==> config.mk <==
export PLATFORM = sky130hd
export DESIGN_NAME = adc_seq_ctrl
export DESIGN_NICKNAME = d
export VERILOG_FILES = /design/src/rtl/adc_seq_pkg.sv /design/src/rtl/adc_seq_arb.sv /design/src/rtl/adc_seq_unit.sv /design/src/rtl/adc_seq_ctrl.sv
export SDC_FILE = /design/constraint.sdc
export NUM_CORES = 1
export LEC_CHECK = 0
export BUFFER_PORTS_ARGS = -buffer_cell sky130_fd_sc_hd__buf_2
export CORE_UTILIZATION = 40
export DETAILED_ROUTE_END_ITERATION = 12
export PLACE_DENSITY = 0.72
export RECOVER_POWER = 50
export SLEW_MARGIN = 30
export SYNTH_ARGS = -nofsm -noshare
export SYNTH_HDL_FRONTEND = slang
export SYNTH_SLANG_ARGS = --single-unit
==> constraint.sdc <==
create_clock -name clk -period 2.13 [get_ports clk]
set_clock_uncertainty 0.15 [all_clocks]
set_input_delay 0.426 -clock clk [delete_from_list [all_inputs] [get_ports clk]]
set_output_delay 0.426 -clock clk [all_outputs]
set_load 0.02 [all_outputs]
==> src/rtl/adc_seq_pkg.sv <==
package adc_seq_pkg;

    typedef enum logic [1:0] {
        ST_IDLE  = 2'd0,
        ST_RUN   = 2'd1,
        ST_FLUSH = 2'd2,
        ST_HOLD  = 2'd3
    } seq_state_e;

    // Drain wait after the last request, clamped at zero.
    function automatic int flush_cycles(input int sres, input int shd);
        int v;
        v = sres / 2 + 3 - shd;
        return (v < 0) ? 0 : v;
    endfunction

endpackage

==> src/rtl/adc_seq_arb.sv <==
module adc_seq_arb #(
    parameter int N  = 2,
    parameter int IW = 1
) (
    input  logic          clk,
    input  logic          rst_n,
    input  logic [N-1:0]  req,
    output logic [N-1:0]  grant,
    output logic          any,
    output logic [IW-1:0] idx
);

    logic found;

    always_comb begin
        grant = '0;
        idx   = '0;
        found = 1'b0;
        for (int i = 0; i < N; i++) begin
            if (req[i] && !found) begin
                grant[i] = 1'b1;
                idx      = IW'(i);
                found    = 1'b1;
            end
        end
    end

    assign any = |req;

    // never more than one grant
    a_r11_grant_onehot: assert property (@(posedge clk) disable iff (!rst_n)
        $onehot0(grant));

    // grants only go to requesters
    a_r11_grant_subset: assert property (@(posedge clk) disable iff (!rst_n)
        (grant & ~req) == '0);

    // lowest index wins
    a_r11_low_wins: assert property (@(posedge clk) disable iff (!rst_n)
        req[0] |-> grant[0]);

endmodule

==> src/rtl/adc_seq_unit.sv <==
module adc_seq_unit
    import adc_seq_pkg::*;
#(
    parameter int IDX   = 0,
    parameter int NTRIG = 4,
    parameter int TSELW = 2,
    parameter int SLOTW = 4,
    parameter int CHW   = 4,
    parameter int DW    = 12,
    parameter int CNTW  = 6
) (
    input  logic                          clk,
    input  logic                          rst_n,
    input  logic [NTRIG-1:0]              trig_src,
    input  logic [TSELW-1:0]              trgsel,
    input  logic [SLOTW-1:0]              len,
    input  logic [(1<<SLOTW)*CHW-1:0]     chans,
    input  logic                          sa,
    input  logic                          frm,
    input  logic [CNTW-1:0]               flush_n,
    input  logic                          grant,
    input  logic                          clr_we,
    input  logic                          clr_eoc,
    input  logic                          clr_eos,
    input  logic                          clr_ovr,
    input  logic                          rd_stb,
    input  logic                          res_valid,
    input  logic [DW-1:0]                 res_in,
    output logic                          want,
    output logic [CHW-1:0]                chan,
    output logic                          eoc,
    output logic                          eos,
    output logic                          ovr,
    output logic [DW-1:0]                 res
);

    typedef struct packed {
        seq_state_e       st;
        logic [SLOTW-1:0] slot;
        logic [CNTW-1:0]  cnt;
        logic             eoc;
        logic             eos;
        logic             ovr;
        logic             unread;
        logic [DW-1:0]    res;
    } unit_t;

    unit_t q, d;
    logic  frm_eff;
    logic  blocked;
    logic  trig;
    logic  start;
    logic  eos_set;

    // Free-running capability exists only in sequencer 0.
    generate
        if (IDX == 0) begin : g_free_run
            assign frm_eff = frm;
            assign blocked = 1'b0;
        end else begin : g_plain
            assign frm_eff = 1'b0;
            assign blocked = frm;
        end
    endgenerate

    assign trig = trig_src[trgsel];

    always_comb begin
        d       = q;
        start   = 1'b0;
        eos_set = 1'b0;

        case (q.st)
            ST_IDLE: begin
                if (trig && !blocked) begin
                    d.st   = ST_RUN;
                    d.slot = '0;
                    start  = 1'b1;
                end
            end
            ST_RUN: begin
                if (grant) begin
                    if (q.slot == len) begin
                        if (frm_eff) begin
                            d.slot  = '0;
                            start   = 1'b1;
                            eos_set = 1'b1;
                        end else begin
                            d.st  = ST_FLUSH;
                            d.cnt = flush_n;
                        end
                    end else begin
                        d.slot = q.slot + 1'b1;
                    end
                end
            end
            ST_FLUSH: begin
                if (q.cnt == '0) begin
                    eos_set = 1'b1;
                    d.st    = sa ? ST_IDLE : ST_HOLD;
                end else begin
                    d.cnt = q.cnt - 1'b1;
                end
            end
            ST_HOLD: begin
                if (clr_we && clr_eos) begin
                    d.st = ST_IDLE;
                end
            end
            default: d.st = ST_IDLE;
        endcase

        // Clears first, sets afterwards so a set in the same cycle wins.
        if (clr_we) begin
            if (clr_eoc) d.eoc = 1'b0;
            if (clr_eos) d.eos = 1'b0;
            if (clr_ovr) d.ovr = 1'b0;
        end
        if (start && q.unread) d.ovr = 1'b1;
        if (eos_set)           d.eos = 1'b1;

        if (res_valid) begin
            d.eoc    = 1'b1;
            d.res    = res_in;
            d.unread = 1'b1;
        end else if (rd_stb) begin
            d.unread = 1'b0;
        end
    end

    always_ff @(posedge clk or negedge rst_n) begin
        if (!rst_n) q <= '0;
        else        q <= d;
    end

    assign want = (q.st == ST_RUN);
    assign chan = chans[q.slot*CHW +: CHW];
    assign eoc  = q.eoc;
    assign eos  = q.eos;
    assign ovr  = q.ovr;
    assign res  = q.res;

    // a waiting sequencer stays put until acknowledged
    a_r7_hold_until_ack: assert property (@(posedge clk) disable iff (!rst_n)
        (q.st == ST_HOLD && !(clr_we && clr_eos)) |=> (q.st == ST_HOLD));

    // overrun rises only over an unread result
    a_r4_ovr_needs_unread: assert property (@(posedge clk) disable iff (!rst_n)
        $rose(q.ovr) |-> $past(q.unread));

    // outside free running, end of sequence only leaves the flush state
    a_r6_eos_from_flush: assert property (@(posedge clk) disable iff (!rst_n)
        ($rose(q.eos) && !$past(frm_eff)) |-> ($past(q.st) == ST_FLUSH));

    // a flushing sequencer never goes straight back to issuing
    a_r5_flush_no_restart: assert property (@(posedge clk) disable iff (!rst_n)
        (q.st == ST_FLUSH) |=> (q.st != ST_RUN));

    // each accepted result raises end of conversion
    a_r3_eoc_on_result: assert property (@(posedge clk) disable iff (!rst_n)
        res_valid |=> q.eoc);

endmodule

==> src/rtl/adc_seq_ctrl.sv <==
module adc_seq_ctrl
    import adc_seq_pkg::*;
#(
    parameter int NSEQ  = 2,
    parameter int NTRIG = 4,
    parameter int SLOTW = 4,
    parameter int CHW   = 4,
    parameter int DW    = 12,
    parameter int SRESW = 5,
    parameter int SHDW  = 4,
    parameter int TSELW = $clog2(NTRIG),
    parameter int TAGW  = (NSEQ > 1) ? $clog2(NSEQ) : 1
) (
    input  logic                            clk,
    input  logic                            rst_n,
    input  logic [NTRIG-1:0]                trig_src,
    input  logic                            cfg_frm,
    input  logic [SRESW-1:0]                cfg_sres,
    input  logic [SHDW-1:0]                 cfg_shd,
    input  logic [NSEQ*SLOTW-1:0]           cfg_len,
    input  logic [NSEQ*(1<<SLOTW)*CHW-1:0]  cfg_chans,
    input  logic [NSEQ-1:0]                 cfg_sa,
    input  logic [NSEQ*TSELW-1:0]           cfg_trgsel,
    input  logic                            clr_we,
    input  logic [NSEQ-1:0]                 clr_eoc,
    input  logic [NSEQ-1:0]                 clr_eos,
    input  logic [NSEQ-1:0]                 clr_ovr,
    input  logic [NSEQ-1:0]                 rd_stb,
    output logic                            conv_req,
    output logic [CHW-1:0]                  conv_chan,
    output logic [TAGW-1:0]                 conv_tag,
    input  logic                            conv_valid,
    input  logic [TAGW-1:0]                 conv_vtag,
    input  logic [DW-1:0]                   conv_data,
    output logic [NSEQ*DW-1:0]              res_data,
    output logic [NSEQ-1:0]                 sts_eoc,
    output logic [NSEQ-1:0]                 sts_eos,
    output logic [NSEQ-1:0]                 sts_ovr
);

    localparam int NSLOT = 1 << SLOTW;
    localparam int LISTW = NSLOT * CHW;
    localparam int CNTW  = SRESW + 1;

    logic [CNTW-1:0] flush_n;
    logic [NSEQ-1:0] want;
    logic [NSEQ-1:0] grant;
    logic [NSEQ-1:0] vsel;
    logic [TAGW-1:0] gidx;
    logic [CHW-1:0]  uchan [NSEQ];

    assign flush_n = CNTW'(flush_cycles(int'(cfg_sres), int'(cfg_shd)));

    adc_seq_arb #(
        .N  (NSEQ),
        .IW (TAGW)
    ) u_arb (
        .clk   (clk),
        .rst_n (rst_n),
        .req   (want),
        .grant (grant),
        .any   (conv_req),
        .idx   (gidx)
    );

    generate
        for (genvar g = 0; g < NSEQ; g++) begin : g_seq
            assign vsel[g] = conv_valid && (conv_vtag == TAGW'(g));

            adc_seq_unit #(
                .IDX   (g),
                .NTRIG (NTRIG),
                .TSELW (TSELW),
                .SLOTW (SLOTW),
                .CHW   (CHW),
                .DW    (DW),
                .CNTW  (CNTW)
            ) u_seq (
                .clk       (clk),
                .rst_n     (rst_n),
                .trig_src  (trig_src),
                .trgsel    (cfg_trgsel[g*TSELW +: TSELW]),
                .len       (cfg_len[g*SLOTW +: SLOTW]),
                .chans     (cfg_chans[g*LISTW +: LISTW]),
                .sa        (cfg_sa[g]),
                .frm       (cfg_frm),
                .flush_n   (flush_n),
                .grant     (grant[g]),
                .clr_we    (clr_we),
                .clr_eoc   (clr_eoc[g]),
                .clr_eos   (clr_eos[g]),
                .clr_ovr   (clr_ovr[g]),
                .rd_stb    (rd_stb[g]),
                .res_valid (vsel[g]),
                .res_in    (conv_data),
                .want      (want[g]),
                .chan      (uchan[g]),
                .eoc       (sts_eoc[g]),
                .eos       (sts_eos[g]),
                .ovr       (sts_ovr[g]),
                .res       (res_data[g*DW +: DW])
            );
        end
    endgenerate

    assign conv_chan = uchan[gidx];
    assign conv_tag  = gidx;

endmodule

# Yosys cells after proc, flatten, opt, wreduce, memory -nomap -nowiden
# Cells that the tools add are included.
# Widths: inputs -> output; s select.
# op_classes
addsub,6
multipliers,0
n_div,0
n_lt_le_gt_ge,4
eq_ne,23
shift,2
n_mux,66
n_bitwise,2
reduce_logical,45
# op_table
cell,count
$shiftx 64x7->4,2
$mux 6,8
$reduce_bool 2->1,18
$mux 1,29
$mux 12,2
$mux 4,6
$pmux 6 s2,2
$mux 2,9
$pmux 2 s4,2
$pmux 4 s2,2
$ne 2x1->1 const B,7
$ne 2x2->1 const B,7
$logic_not 6->1,2
$reduce_and 2->1,6
$reduce_and 4->1,3
$sub 6x1->6 const B,2
$reduce_and 5->1,2
$add 4x1->4 const B,2
$eq 2x2->1 const B,4
$eq 4x4->1,2
$logic_and 1x1->1,8
$lt 2x3->1 const B,2
$lt 6x1->1 const B,1
$mux 3,2
other kinds (13),18
# word_totals
ff_bits,56
latch_bits,0
ram_bits,0
mem_bits_ro,0
inputBits,181
output_inout_bits,36
wordCells,164
n_memories,0

# Longest topological paths before layout
# Gate-level depths: netlist of the first run.
# depth
ltp_word,9
mapped_depth,10

# Cells and area by module
# A second synthesis of the first run with hierarchy kept.
# unflattened
hier_cells,394
area_unflattened_um2,4556.9
# by_module_without_submodules
mod,instances,cells_per_inst,area_per_inst_um2
adc_seq_unit (g_seq[0].u_seq),1,182,2160.8
adc_seq_unit (g_seq[1].u_seq),1,169,2050.7
adc_seq_ctrl,1,39,317.8
adc_seq_arb,1,4,27.5

# Least setup slack after synthesis of the first run
# No wires, ideal clock.
# synth_path
path_type,input to register
start,input cfg_shd[1]
end,register g_seq[0].u_seq.q[18] (netlist bit)
setup_time_ps,65
t_arrival_ps,2220
t_required_ps,1915
path_slack_ps,-305
stages,10
path_buffers,0
path_cell_list,inv_1 > ha_1 > ha_1 > inv_1 > fa_1 > o31ai_1 > nor2b_1 > nor2_1 > a31oi_1 > o22a_1
# synth_between
elab_chain_len,7
# synth_rtl
item,line_no,text
start: declaration,adc_seq_ctrl.sv:19,"input logic [SHDW-1:0] cfg_shd,"
$sub 5x4->6 (*),adc_seq_pkg.sv:13,v = sres / 2 + 3 - shd;
$lt 6x1->1,adc_seq_pkg.sv:14,return (v < 0) ? 0 : v;
$mux 6 (*),adc_seq_pkg.sv:14,
$mux 6 (*),adc_seq_unit.sv:84,if (frm_eff) begin
$mux 6 (*),adc_seq_unit.sv:83,if (q.slot == len) begin
$mux 12 (*),adc_seq_unit.sv:82,if (grant) begin
$pmux 6 s2 (*),adc_seq_unit.sv:73,case (q.st)
end signal: assignment,adc_seq_unit.sv:132,if (!rst_n) q <= '0;
end signal: assignment,adc_seq_unit.sv:133,else q <= d;
end: declaration,adc_seq_unit.sv:48,"unit_t q, d;"
# Mark *: on every way between the ends. The rest lies on a longest branch, timed or not. The select of a mux whose other input is x is not followed.
# A chain may end at the register's enable or synchronous reset.

# Worst setup path in the final report of the first run
# layout_path
start,register g_seq[1].u_seq.q[23] (netlist bit)
end,output conv_chan[1]
# layout_between
elab_chain_len,4
# layout_rtl
item,line_no,text
start: declaration,adc_seq_unit.sv:48,
start signal: assignment,adc_seq_unit.sv:132,
start signal: assignment,adc_seq_unit.sv:133,
$shiftx 64x7->4,adc_seq_unit.sv:137,assign chan = chans[q.slot*CHW +: CHW];
$mux 4 (not written as such) (3 in series),adc_seq_ctrl.sv:106,assign conv_chan = uchan[gidx];
end: declaration,adc_seq_ctrl.sv:30,"output logic [CHW-1:0] conv_chan,"
# Every way passes these cells. The select of a mux whose other input is x is not followed.

==> flow_metrics.env, run 1 <==
export IMPL_final_util=0.592
export IMPL_max_cap_violations=0
export IMPL_drv_slew=0
export IMPL_min_period_ns=2.69
export IMPL_min_period_over_period=1.26
export IMPL_violations="setup timing"
export IMPL_core_area_mm2=0.0108
export IMPL_critPathMaxStageDelay_ns=0.52
export IMPL_crit_path_start_kind="register"
export IMPL_total_leakage_power_nw=3.04
export IMPL_rsz0062_at_grt="true"
export IMPL_p_per_area_mw_per_mm2=1080
export IMPL_clk_latency_ns=0.31
export IMPL_globalplace_congestion=0.855
export IMPL_place_hpwl_um=10500
export IMPL_design_area_mm2=0.00642
export IMPL_synth_ff_type="dfrtp_1"
export IMPL_crit_path_end="conv_chan[1]"
export IMPL_endpoint_kind="output port"
export IMPL_initial_utilization=0.412
export IMPL_critPathTopFamily="multiplexers"
export IMPL_reg2reg_to="g_seq[1].u_seq.q[17]"
export IMPL_power_frac_comb=0.677
export IMPL_synthCells=451
export IMPL_routed_top_layer="met4"
export IMPL_yosysWarnings=0
export IMPL_portBuffers=215
export IMPL_overflow=0
export IMPL_cts_buffers=5
export IMPL_yosysUniqueCellTypes=57
export IMPL_postSynthAreaPerCell_um2=9.90
export IMPL_firstDrtPassIters=4
export IMPL_clkSinkCount=56
export IMPL_wl_met1_um=4910
export IMPL_met3WireLength_um=1070
export IMPL_via_count=4443
export IMPL_reg2reg_setup_slack_ns=-0.02
export IMPL_crit_fanout=7
export IMPL_setup_viol=10
export IMPL_status="finished, violations left"
export IMPL_htree_levels=2
export IMPL_wl_met2_um=7110
export IMPL_placed_cells=802
export IMPL_routed_via_density=5.35
export IMPL_fin_nets=890
export IMPL_synth_area_mm2=0.00447
export IMPL_reg2reg_depth=10
export IMPL_worstSetupPathType="register to output port"
export IMPL_tns_ns=-2.18
export IMPL_syn_to_final_growth_pct=43.8
export IMPL_clk_pin_slew_ns=0.10
export IMPL_fin_ws_ns=-0.556
export IMPL_r2r_start="g_seq[1].u_seq.q[23]"
export IMPL_dieArea_mm2=0.0116
export IMPL_critPathArrivalTime_ns=2.11
export IMPL_cp_cell_sequence="buf_12 -> mux4_2 -> nor2_2 -> a21oi_2 -> a31oi_2 -> buf_4 -> a21oi_2 -> buf_6"
export IMPL_grt_use_total=0.223
export IMPL_worstMarginPinSlew_ns=0.780
export IMPL_cpMostUsedCell="a21oi_2"
export IMPL_syn_nets=652
export IMPL_wirelength_um=13500
export IMPL_grt_pass1_wl_um=20300
export IMPL_switching_share=0.425
export IMPL_p_seq_frac=0.232
export IMPL_startpoint="g_seq[1].u_seq.q[23]"
export IMPL_hp_class="input port to register"
export IMPL_cts_tree="built"
export IMPL_place_area_mm2=0.00592
export IMPL_required_ns=1.55
export IMPL_drt_iter0_drc=316
export IMPL_grt_max_degree=57
export IMPL_rows=38
export IMPL_drive_gt1_frac=0.587
export IMPL_drtAntennaViolNets=0
export IMPL_cts_root_buf="clkbuf_8"
export IMPL_p_sw_mw=2.95
export IMPL_antenna_found_initial=1
export IMPL_clock_path_buffers=2
export IMPL_ys_seq_elements=56
export IMPL_cp_depth=8
export IMPL_vdd_drop_max_v=0.000638
export IMPL_max_slew_margin_rel=0.480
export IMPL_wl_per_cell_um=16.3
export IMPL_synth_edf_count=0
export IMPL_fmax_mhz=372
export IMPL_p_int_mw=3.99
export IMPL_p_clk_frac=0.091
export IMPL_cp_num_buf_inv=3
export IMPL_cp_slowest_cell="mux4_2"
export IMPL_hold_viol_final=0
export IMPL_drc=0
export IMPL_fp_dieH_um=108
export IMPL_hold_slack_ns=0.144
export IMPL_grt_pass1_vias=4371
export IMPL_ios=217
export IMPL_nFillCells=901
export IMPL_async_flop_share=1.00
export IMPL_stdcell_count=831
export IMPL_die_x_um=108
export IMPL_seq_area_frac_synth=0.314
## per-stage QoR
step	total power [mW]	setup slack, ns
6_report	6.94	-0.556
5_1_grt	7.39	-0.634
4_1_cts	6.44	-0.575
3_5_place_dp	5.57	-0.338
3_3_place_gp	5.46	-0.278
2_1_floorplan	4.37	-0.0948
## cell type report
type                       instances  area [um^2]  share of cell area
antenna                            1         2.50            0.000390
clock buffer                       6         82.6              0.0129
clock inverter                     2         13.8             0.00214
inverter                          26          118              0.0183
multi-input combinational        314         2900               0.451
sequential                        56         1410               0.219
tap                              140          175              0.0273
timing repair buffer             286         1730               0.269
## sequential cells by signal, indices dropped and copies added, names as in the netlist
register         cells
g_seq.u_seq.q       26
g_seq.u_seq.res     24
g_seq.u_seq.eoc      2
g_seq.u_seq.eos      2
g_seq.u_seq.ovr      2
## power groups by stage
stage	clock network (mW)	logic [mW]	registers (mW)
floorplan	0	2.84	1.53
global placement	0	3.86	1.59
detailed placement	0	3.96	1.61
CTS	0.649	4.20	1.59
global route	0.690	5.05	1.65
finish	0.628	4.70	1.61
## timing repair
action | CTS | global route
hold buffers | 1 | 0
cloned | 1 | 1
setup endpoints to repair | 9 | 27
buffers inserted | 5 | 14
resized for setup | 19 | 56
pin swaps | 5 | 18
hold endpoints to repair | 56 | 0
## Yosys cell counts, types with 4 or more instances
cell type,n,area share
nor2_1,26,0.022
ha_1,18,0.050
mux2_2,25,0.063
mux4_2,25,0.13
a22o_1,7,0.014
dfrtp_1,56,0.31
inv_1,26,0.022
o211ai_1,4,0.0067
clkbuf_1,12,0.010
nand2_1,47,0.039
a311oi_1,4,0.0078
mux2i_1,26,0.058
o21ai_0,19,0.021
nor2b_1,7,0.0098
nand3_1,10,0.011
nand2b_1,6,0.0084
nor3_1,6,0.0067
a21oi_1,19,0.021
buf_4,32,0.054
xor2_1,4,0.0078
xnor2_1,5,0.0098
or3_1,4,0.0056
buf_2,9,0.010
a31oi_1,11,0.015
## worst register-to-register path, stage by stage (launching register included)
cell,delay (ns)
dfrtp_2,0.44
buf_6,0.13
buf_16,0.13
buf_8,0.13
xnor2_2,0.12
nand4_1,0.25
o22ai_4,0.36
buf_6,0.16
buf_6,0.09
nand2_2,0.03
o21ai_1,0.07
## cells by family after synthesis
family                     after synthesis  synth area share
and+or+nand+nor                        123             0.133
AOI/OAI and AO/OA                       85             0.126
muxes                                   76             0.247
buffers and inverters                   81            0.0992
xor gates and xnor gates                10            0.0213
adders and majority gates               20            0.0594
DFF                                     56             0.314
## routing by layer
| layer | vias to the layer above | global-route usage |
|---|---|---|
| li1 | 2078 | - |
| met1 | 2136 | 0.234 |
| met2 | 194 | 0.427 |
| met3 | 35 | 0.0521 |
| met4 | 0 | 0.0861 |
| met5 | - | 0 |
## how the worst min path moves through the flow
stage	startpoint	end	depth (start not counted)
5_1_grt	rd_stb[0]	g_seq[0].u_seq.q[12]	2
3_3_place_gp	rst_n	g_seq[1].u_seq.res[0]	2
6_report	rd_stb[1]	g_seq[1].u_seq.q[12]	2
4_1_cts	rd_stb[1]	g_seq[1].u_seq.q[12]	2
2_1_floorplan	rst_n	g_seq[0].u_seq.eoc	0
3_5_place_dp	rst_n	g_seq[1].u_seq.res[0]	2
## cell usage in the layout (no fill, tap or decap), types with 4 or more instances in the layout
cell,netlist,final
buf_2,9,210
buf_4,32,57
dfrtp_1,56,53
nand2_1,47,45
mux2i_1,26,26
mux4_2,25,25
nor2_1,26,24
mux2_2,25,24
inv_1,26,18
ha_1,18,12
o21ai_1,1,11
a21oi_2,0,11
buf_6,1,11
a31oi_1,11,9
nand3_1,10,9
a21oi_1,19,8
o21ai_0,19,8
a22o_1,7,7
nor3_1,6,6
clkbuf_8,0,6
nand2b_1,6,5
nor2b_1,7,5
ha_4,0,5
a311oi_2,0,4
xnor2_1,5,4
or3_1,4,4
o211ai_1,4,4
Power figures use the tool's default switching activity.
==> run 2, diff against run 1 <==
--- a/config.mk
+++ b/config.mk
@@ -8,7 +8,7 @@
 export BUFFER_PORTS_ARGS = -buffer_cell sky130_fd_sc_hd__buf_2
 export CORE_UTILIZATION = 40
 export DETAILED_ROUTE_END_ITERATION = 12
-export PLACE_DENSITY = 0.72
+export PLACE_DENSITY = 0.77
 export RECOVER_POWER = 50
 export SLEW_MARGIN = 30
 export SYNTH_ARGS = -nofsm -noshare
==> run 2 against run 1 <==
Sequential cell count unchanged. Utilization down 1.2 points. Sequential power about the same. The run still ends with setup timing left. Critical path type unchanged. Die area unchanged. Design area down 2.1%. Routed wire length up 2.7%. Final cell count down 1.1%. Largest cell class unchanged. Register-to-register slack better by 0.10 ns. Fmax down 1.1%.
==> flow_metrics.env, run 2 (synthesis gave the netlist of run 1 again) <==
export IMPL_fin_ws_ns=-0.585
export IMPL_vdd_drop_max_v=0.000732
export IMPL_core_area_mm2=0.0108
export IMPL_fmax_mhz=368
export IMPL_portBuffers=215
export IMPL_clock_path_buffers=2
export IMPL_grt_use_total=0.234
export IMPL_wl_met2_um=7340
export IMPL_clk_latency_ns=0.31
export IMPL_drt_iter0_drc=295
export IMPL_hold_viol_final=0
export IMPL_wirelength_um=13900
export IMPL_violations="setup timing"
export IMPL_status="finished, violations left"
export IMPL_max_slew_margin_rel=0.473
export IMPL_firstDrtPassIters=5
export IMPL_crit_path_end="conv_chan[0]"
export IMPL_antenna_cells=0
export IMPL_critPathMaxStageDelay_ns=0.51
export IMPL_reg2reg_depth=9
export IMPL_total_leakage_power_nw=3.00
export IMPL_tns_ns=-2.24
export IMPL_dieArea_mm2=0.0116
export IMPL_cts_root_buf="clkbuf_8"
export IMPL_fp_dieH_um=108
export IMPL_setup_viol=4
export IMPL_routed_via_density=5.39
export IMPL_min_period_ns=2.71
export IMPL_cts_tree="built"
export IMPL_reg2reg_setup_slack_ns=0.08
export IMPL_wl_met1_um=4980
export IMPL_drtAntennaViolNets=0
export IMPL_cts_buffers=5
export IMPL_drv_slew=0
export IMPL_required_ns=1.55
export IMPL_critPathArrivalTime_ns=2.14
export IMPL_design_area_mm2=0.00629
export IMPL_worstMarginPinSlew_ns=0.790
export IMPL_grt_pass1_vias=4523
export IMPL_endpoint_kind="output port"
export IMPL_rows=38
export IMPL_min_period_over_period=1.27
export IMPL_place_area_mm2=0.00596
export IMPL_initial_utilization=0.412
export IMPL_reg2reg_to="g_seq[0].u_seq.q[21]"
export IMPL_met3WireLength_um=1070
export IMPL_rsz0062_at_grt="true"
export IMPL_antenna_found_initial=0
export IMPL_worstSetupPathType="register to output port"
export IMPL_ios=217
export IMPL_largest_register="g_seq.u_seq.q"
export IMPL_p_per_area_mw_per_mm2=1090
export IMPL_cp_cell_sequence="buf_6 -> mux4_2 -> nor2_1 -> a31oi_1 -> a311oi_2 -> a21oi_2 -> buf_4"
export IMPL_grt_max_degree=57
export IMPL_via_count=4432
export IMPL_final_common_cell="buf_2"
export IMPL_cp_num_buf_inv=2
export IMPL_cp_depth=7
export IMPL_cp_slowest_cell="mux4_2"
export IMPL_critPathTopFamily="multiplexers"
export IMPL_routed_top_layer="met4"
export IMPL_layout_common_cells="buf_2, buf_4, dfrtp_1, nand2_1"
export IMPL_place_hpwl_um=10800
export IMPL_r2r_start="g_seq[0].u_seq.q[26]"
export IMPL_syn_to_final_growth_pct=40.8
export IMPL_crit_fanout=4
export IMPL_largest_register_ff_count=26
export IMPL_hp_class="input port to register"
export IMPL_startpoint="g_seq[0].u_seq.q[23]"
export IMPL_crit_path_start_kind="register"
export IMPL_grt_pass1_wl_um=21200
export IMPL_drc=0
export IMPL_htree_levels=2
export IMPL_clkSinkCount=56
export IMPL_nFillCells=916
export IMPL_wl_per_cell_um=16.9
export IMPL_die_x_um=108
export IMPL_drive_gt1_frac=0.562
export IMPL_max_cap_violations=0
export IMPL_overflow=0
export IMPL_clk_pin_slew_ns=0.10
export IMPL_fin_nets=882
export IMPL_globalplace_congestion=0.886
export IMPL_power_total_mw=6.86
==> run 2: power breakdown <==
part / switching [mW] / total [mW] / internal, mW
Combinational: 2.28 / 4.51 / 2.22
Clock: 0.374 / 0.759 / 0.386
Sequential: 0.245 / 1.60 / 1.35
Total: 2.90 / 6.86 / 3.96
==> run 2: repair_timing <==
item	4_1_cts	5_1_grt
hold endpoints to repair	56	0
pin swaps	4	8
gates resized for setup	15	24
setup endpoints to repair	6	22
hold buffers	1	0
buffers inserted	3	5
==> run 2: per-layer routing <==
metal	GRT usage	up-vias
met4	0.111	0
met5	0	-
met3	0.0466	35
li1	-	2063
met1	0.243	2118
met2	0.446	216
==> run 2: final cells by class <==
cell class,count,area (um^2),area share
Tap cell,140,175,0.0279
Sequential cell,56,1400,0.223
Inverter,26,110,0.0175
Timing Repair Buffer,278,1630,0.259
Clock buffer,6,82.6,0.0131
Multi-Input combinational cell,314,2850,0.453
Clock inverter,2,38.8,0.00617
==> run 2: how the worst min path moves through the flow <==
stage / startpoint / end / slack [ns] / cells past startpoint
floorplan: rst_n / g_seq[0].u_seq.eoc / -0.02 / 0
detailed placement: rst_n / g_seq[1].u_seq.res[1] / 0.30 / 2
finish: rd_stb[0] / g_seq[0].u_seq.q[12] / 0.13 / 2
global placement: rst_n / g_seq[1].u_seq.res[1] / 0.30 / 2
global route: rd_stb[0] / g_seq[0].u_seq.q[12] / 0.14 / 2
CTS: rd_stb[0] / g_seq[0].u_seq.q[12] / 0.13 / 2
==> run 2: metrics by stage <==
step                setup WS, ns   util  std cells  hold slack [ns]
floorplan                -0.0948      -        451          -0.0196
global placement          -0.278  0.550        806            0.298
detailed placement        -0.323  0.550        806            0.304
CTS                       -0.574  0.569        818            0.126
global route              -0.708  0.580        822            0.139
finish                    -0.585  0.580        822            0.132
==> run 3, diff against run 2 <==
--- a/config.mk
+++ b/config.mk
@@ -8,7 +8,7 @@
 export BUFFER_PORTS_ARGS = -buffer_cell sky130_fd_sc_hd__buf_2
 export CORE_UTILIZATION = 40
 export DETAILED_ROUTE_END_ITERATION = 12
-export PLACE_DENSITY = 0.77
+export PLACE_DENSITY = 0.74
 export RECOVER_POWER = 50
 export SLEW_MARGIN = 30
 export SYNTH_ARGS = -nofsm -noshare
==> constraint.sdc (replaced) <==
create_clock -name clk -period 2.78 [get_ports clk]
set_clock_uncertainty 0.15 [all_clocks]
set_input_delay 0.556 -clock clk [delete_from_list [all_inputs] [get_ports clk]]
set_output_delay 0.556 -clock clk [all_outputs]
set_load 0.02 [all_outputs]
==> run 3 against run 2 <==
Largest cell class unchanged. Largest power group unchanged. Global-route usage decreased by 2.3 points. Utilization decreased by 5.5 points. The flow finishes with violations (capacitance limit, slew limit, setup timing). Clock power decreased by 37%. Combinational power decreased by 40%. First-iteration DRC count decreased by 12%.
==> flow_metrics.env, run 3 (synthesis gave the netlist of run 1 again) <==
export IMPL_status="finished, violations left"
export IMPL_violations="capacitance limit, slew limit, setup timing"
export IMPL_postCtsHoldBufs=0
export IMPL_place_hpwl_um=10400
export IMPL_ios=217
export IMPL_rsz0062_at_grt="true"
export IMPL_cts_root_buf="clkbuf_8"
export IMPL_drive_gt1_frac=0.470
export IMPL_reg2reg_setup_slack_ns=0.41
export IMPL_portBuffers=215
export IMPL_drv_slew=30
export IMPL_hp_class="input port to register"
export IMPL_wirelength_um=13000
export IMPL_grt_pass1_vias=4260
export IMPL_min_period_over_period=1.04
export IMPL_cts_tree="built"
export IMPL_via_count=4222
export IMPL_clk_pin_slew_ns=0.11
export IMPL_layout_common_cells="buf_2, dfrtp_1, nand2_1"
export IMPL_antenna_cells=0
export IMPL_grt_max_degree=30
export IMPL_overflow=0
export IMPL_die_x_um=108
export IMPL_nFillCells=962
export IMPL_crit_fanout=6
export IMPL_initial_utilization=0.412
export IMPL_worstSetupPathType="register to output port"
export IMPL_wl_per_cell_um=16.6
export IMPL_drc=0
export IMPL_reg2reg_depth=7
export IMPL_hold_start="rd_stb[0]"
export IMPL_grt_pass1_wl_um=19200
export IMPL_fin_ws_ns=-0.107
export IMPL_clk_latency_ns=0.32
export IMPL_globalplace_congestion=0.854
export IMPL_total_leakage_power_nw=2.75
export IMPL_fmax_mhz=346
export IMPL_fin_nets=842
export IMPL_clkSinkCount=56
export IMPL_core_area_mm2=0.0108
export IMPL_min_to="g_seq[0].u_seq.q[12]"
export IMPL_vdd_drop_max_v=0.000431
export IMPL_r2r_start="g_seq[1].u_seq.q[23]"
export IMPL_firstDrtPassIters=5
export IMPL_crit_path_start_kind="register"
export IMPL_p_per_area_mw_per_mm2=784
export IMPL_worstMarginPinSlew_ns=1.51
export IMPL_routed_via_density=5.40
export IMPL_reg2reg_to="g_seq[1].u_seq.q[18]"
export IMPL_fp_dieH_um=108
export IMPL_required_ns=2.07
export IMPL_hold_slack_ns=0.254
export IMPL_cts_buffers=5
export IMPL_htree_levels=2
export IMPL_hold_viol_final=0
export IMPL_rows=38
export IMPL_drt_iter0_drc=259
export IMPL_syn_to_final_growth_pct=27.5
export IMPL_largest_register_ff_count=26
export IMPL_antenna_found_initial=0
export IMPL_tns_ns=-0.302
export IMPL_final_common_cell="buf_2"
export IMPL_largest_register="g_seq.u_seq.q"
export IMPL_clock_path_buffers=2
export IMPL_drtAntennaViolNets=0
export IMPL_min_period_ns=2.89
export IMPL_endpoint_kind="output port"
export IMPL_setup_viol=4
export IMPL_critPathArrivalTime_ns=2.18
export IMPL_grt_use_total=0.211
export IMPL_hold_depth=2
export IMPL_dieArea_mm2=0.0116
export IMPL_max_cap_violations=1
export IMPL_max_slew_margin_rel=-0.00870
-- run 3: cell count changes in the layout (fill, tap and decap cells not counted), sizes merged --
| cell | previous run | this run |
|---|---|---|
| dlygate4sd3 | 1 | 0 |
| bufinv | 1 | 0 |
| buf | 274 | 234 |
| inv | 26 | 27 |
| clkinvlp | 0 | 1 |
-- run 3: worst max-delay path, cell delays in order (launching register included) --
cell and delay, ns:
dfrtp_2 0.47, clkbuf_16 0.19, mux4_2 0.53, nand2_1 0.10, a21oi_1 0.09, a31oi_1 0.18
a21oi_1 0.12, buf_2 0.19
-- run 3: through the flow --
| stage | setup slack (ns) | utilization | cells | instance area, um^2 | total power, mW |
|---|---|---|---|---|---|
| after floorplan | 0.215 | - | 451 | 4470 | 3.16 |
| after global placement | 0.187 | 0.510 | 767 | 5530 | 3.79 |
| after detailed placement | 0.111 | 0.510 | 767 | 5530 | 3.87 |
| after CTS | -0.126 | 0.523 | 779 | 5670 | 4.42 |
| after global routing | -0.168 | 0.525 | 782 | 5690 | 4.78 |
| final | -0.107 | 0.525 | 782 | 5690 | 4.46 |
-- run 3: area by class of cell --
cell class                 count  area (um^2)  area share
clock buffer                   5         68.8      0.0121
multi-input combinational    314         2620       0.461
tap                          140          175      0.0308
clock inverter                 3         27.5     0.00484
sequential                    56         1400       0.247
timing repair buffer         238         1300       0.228
inverter                      26         97.6      0.0171
-- run 3: timing repair --
| item | CTS | global route |
|---|---|---|
| setup endpoints to repair | 4 | 4 |
| resized for setup | 3 | 3 |
| pin swaps | 2 | 5 |
| cloned | 0 | 1 |
| buffers inserted | 4 | 2 |
-- run 3: metal layers --
| layer | vias up | GRT usage | wire length (um) |
|---|---|---|---|
| met5 | - | 0 | 0 |
| met4 | 0 | 0.0881 | 493 |
| met3 | 38 | 0.0303 | 788 |
| met2 | 162 | 0.420 | 7040 |
| met1 | 2043 | 0.216 | 4630 |
| li1 | 1979 | - | - |
-- run 3: power by group --
part           leakage (nW)  switching, mW  internal, mW
clock                0.0463          0.295         0.186
sequential            0.683          0.243          1.03
combinational          2.02           1.44          1.26
total                  2.75           1.98          2.48
-- run 3: worst max-delay path by stage --
stage | to | start | depth (start not counted)
after CTS | conv_chan[1] | g_seq[1].u_seq.q[23] | 7
after floorplan | g_seq[0].u_seq.q[18] | cfg_shd[1] | 10
after detailed placement | g_seq[1].u_seq.q[20] | cfg_sres[3] | 10
final | conv_chan[0] | g_seq[1].u_seq.q[23] | 7
after global placement | g_seq[1].u_seq.q[20] | cfg_sres[3] | 10
after global routing | conv_chan[0] | g_seq[0].u_seq.q[22] | 7
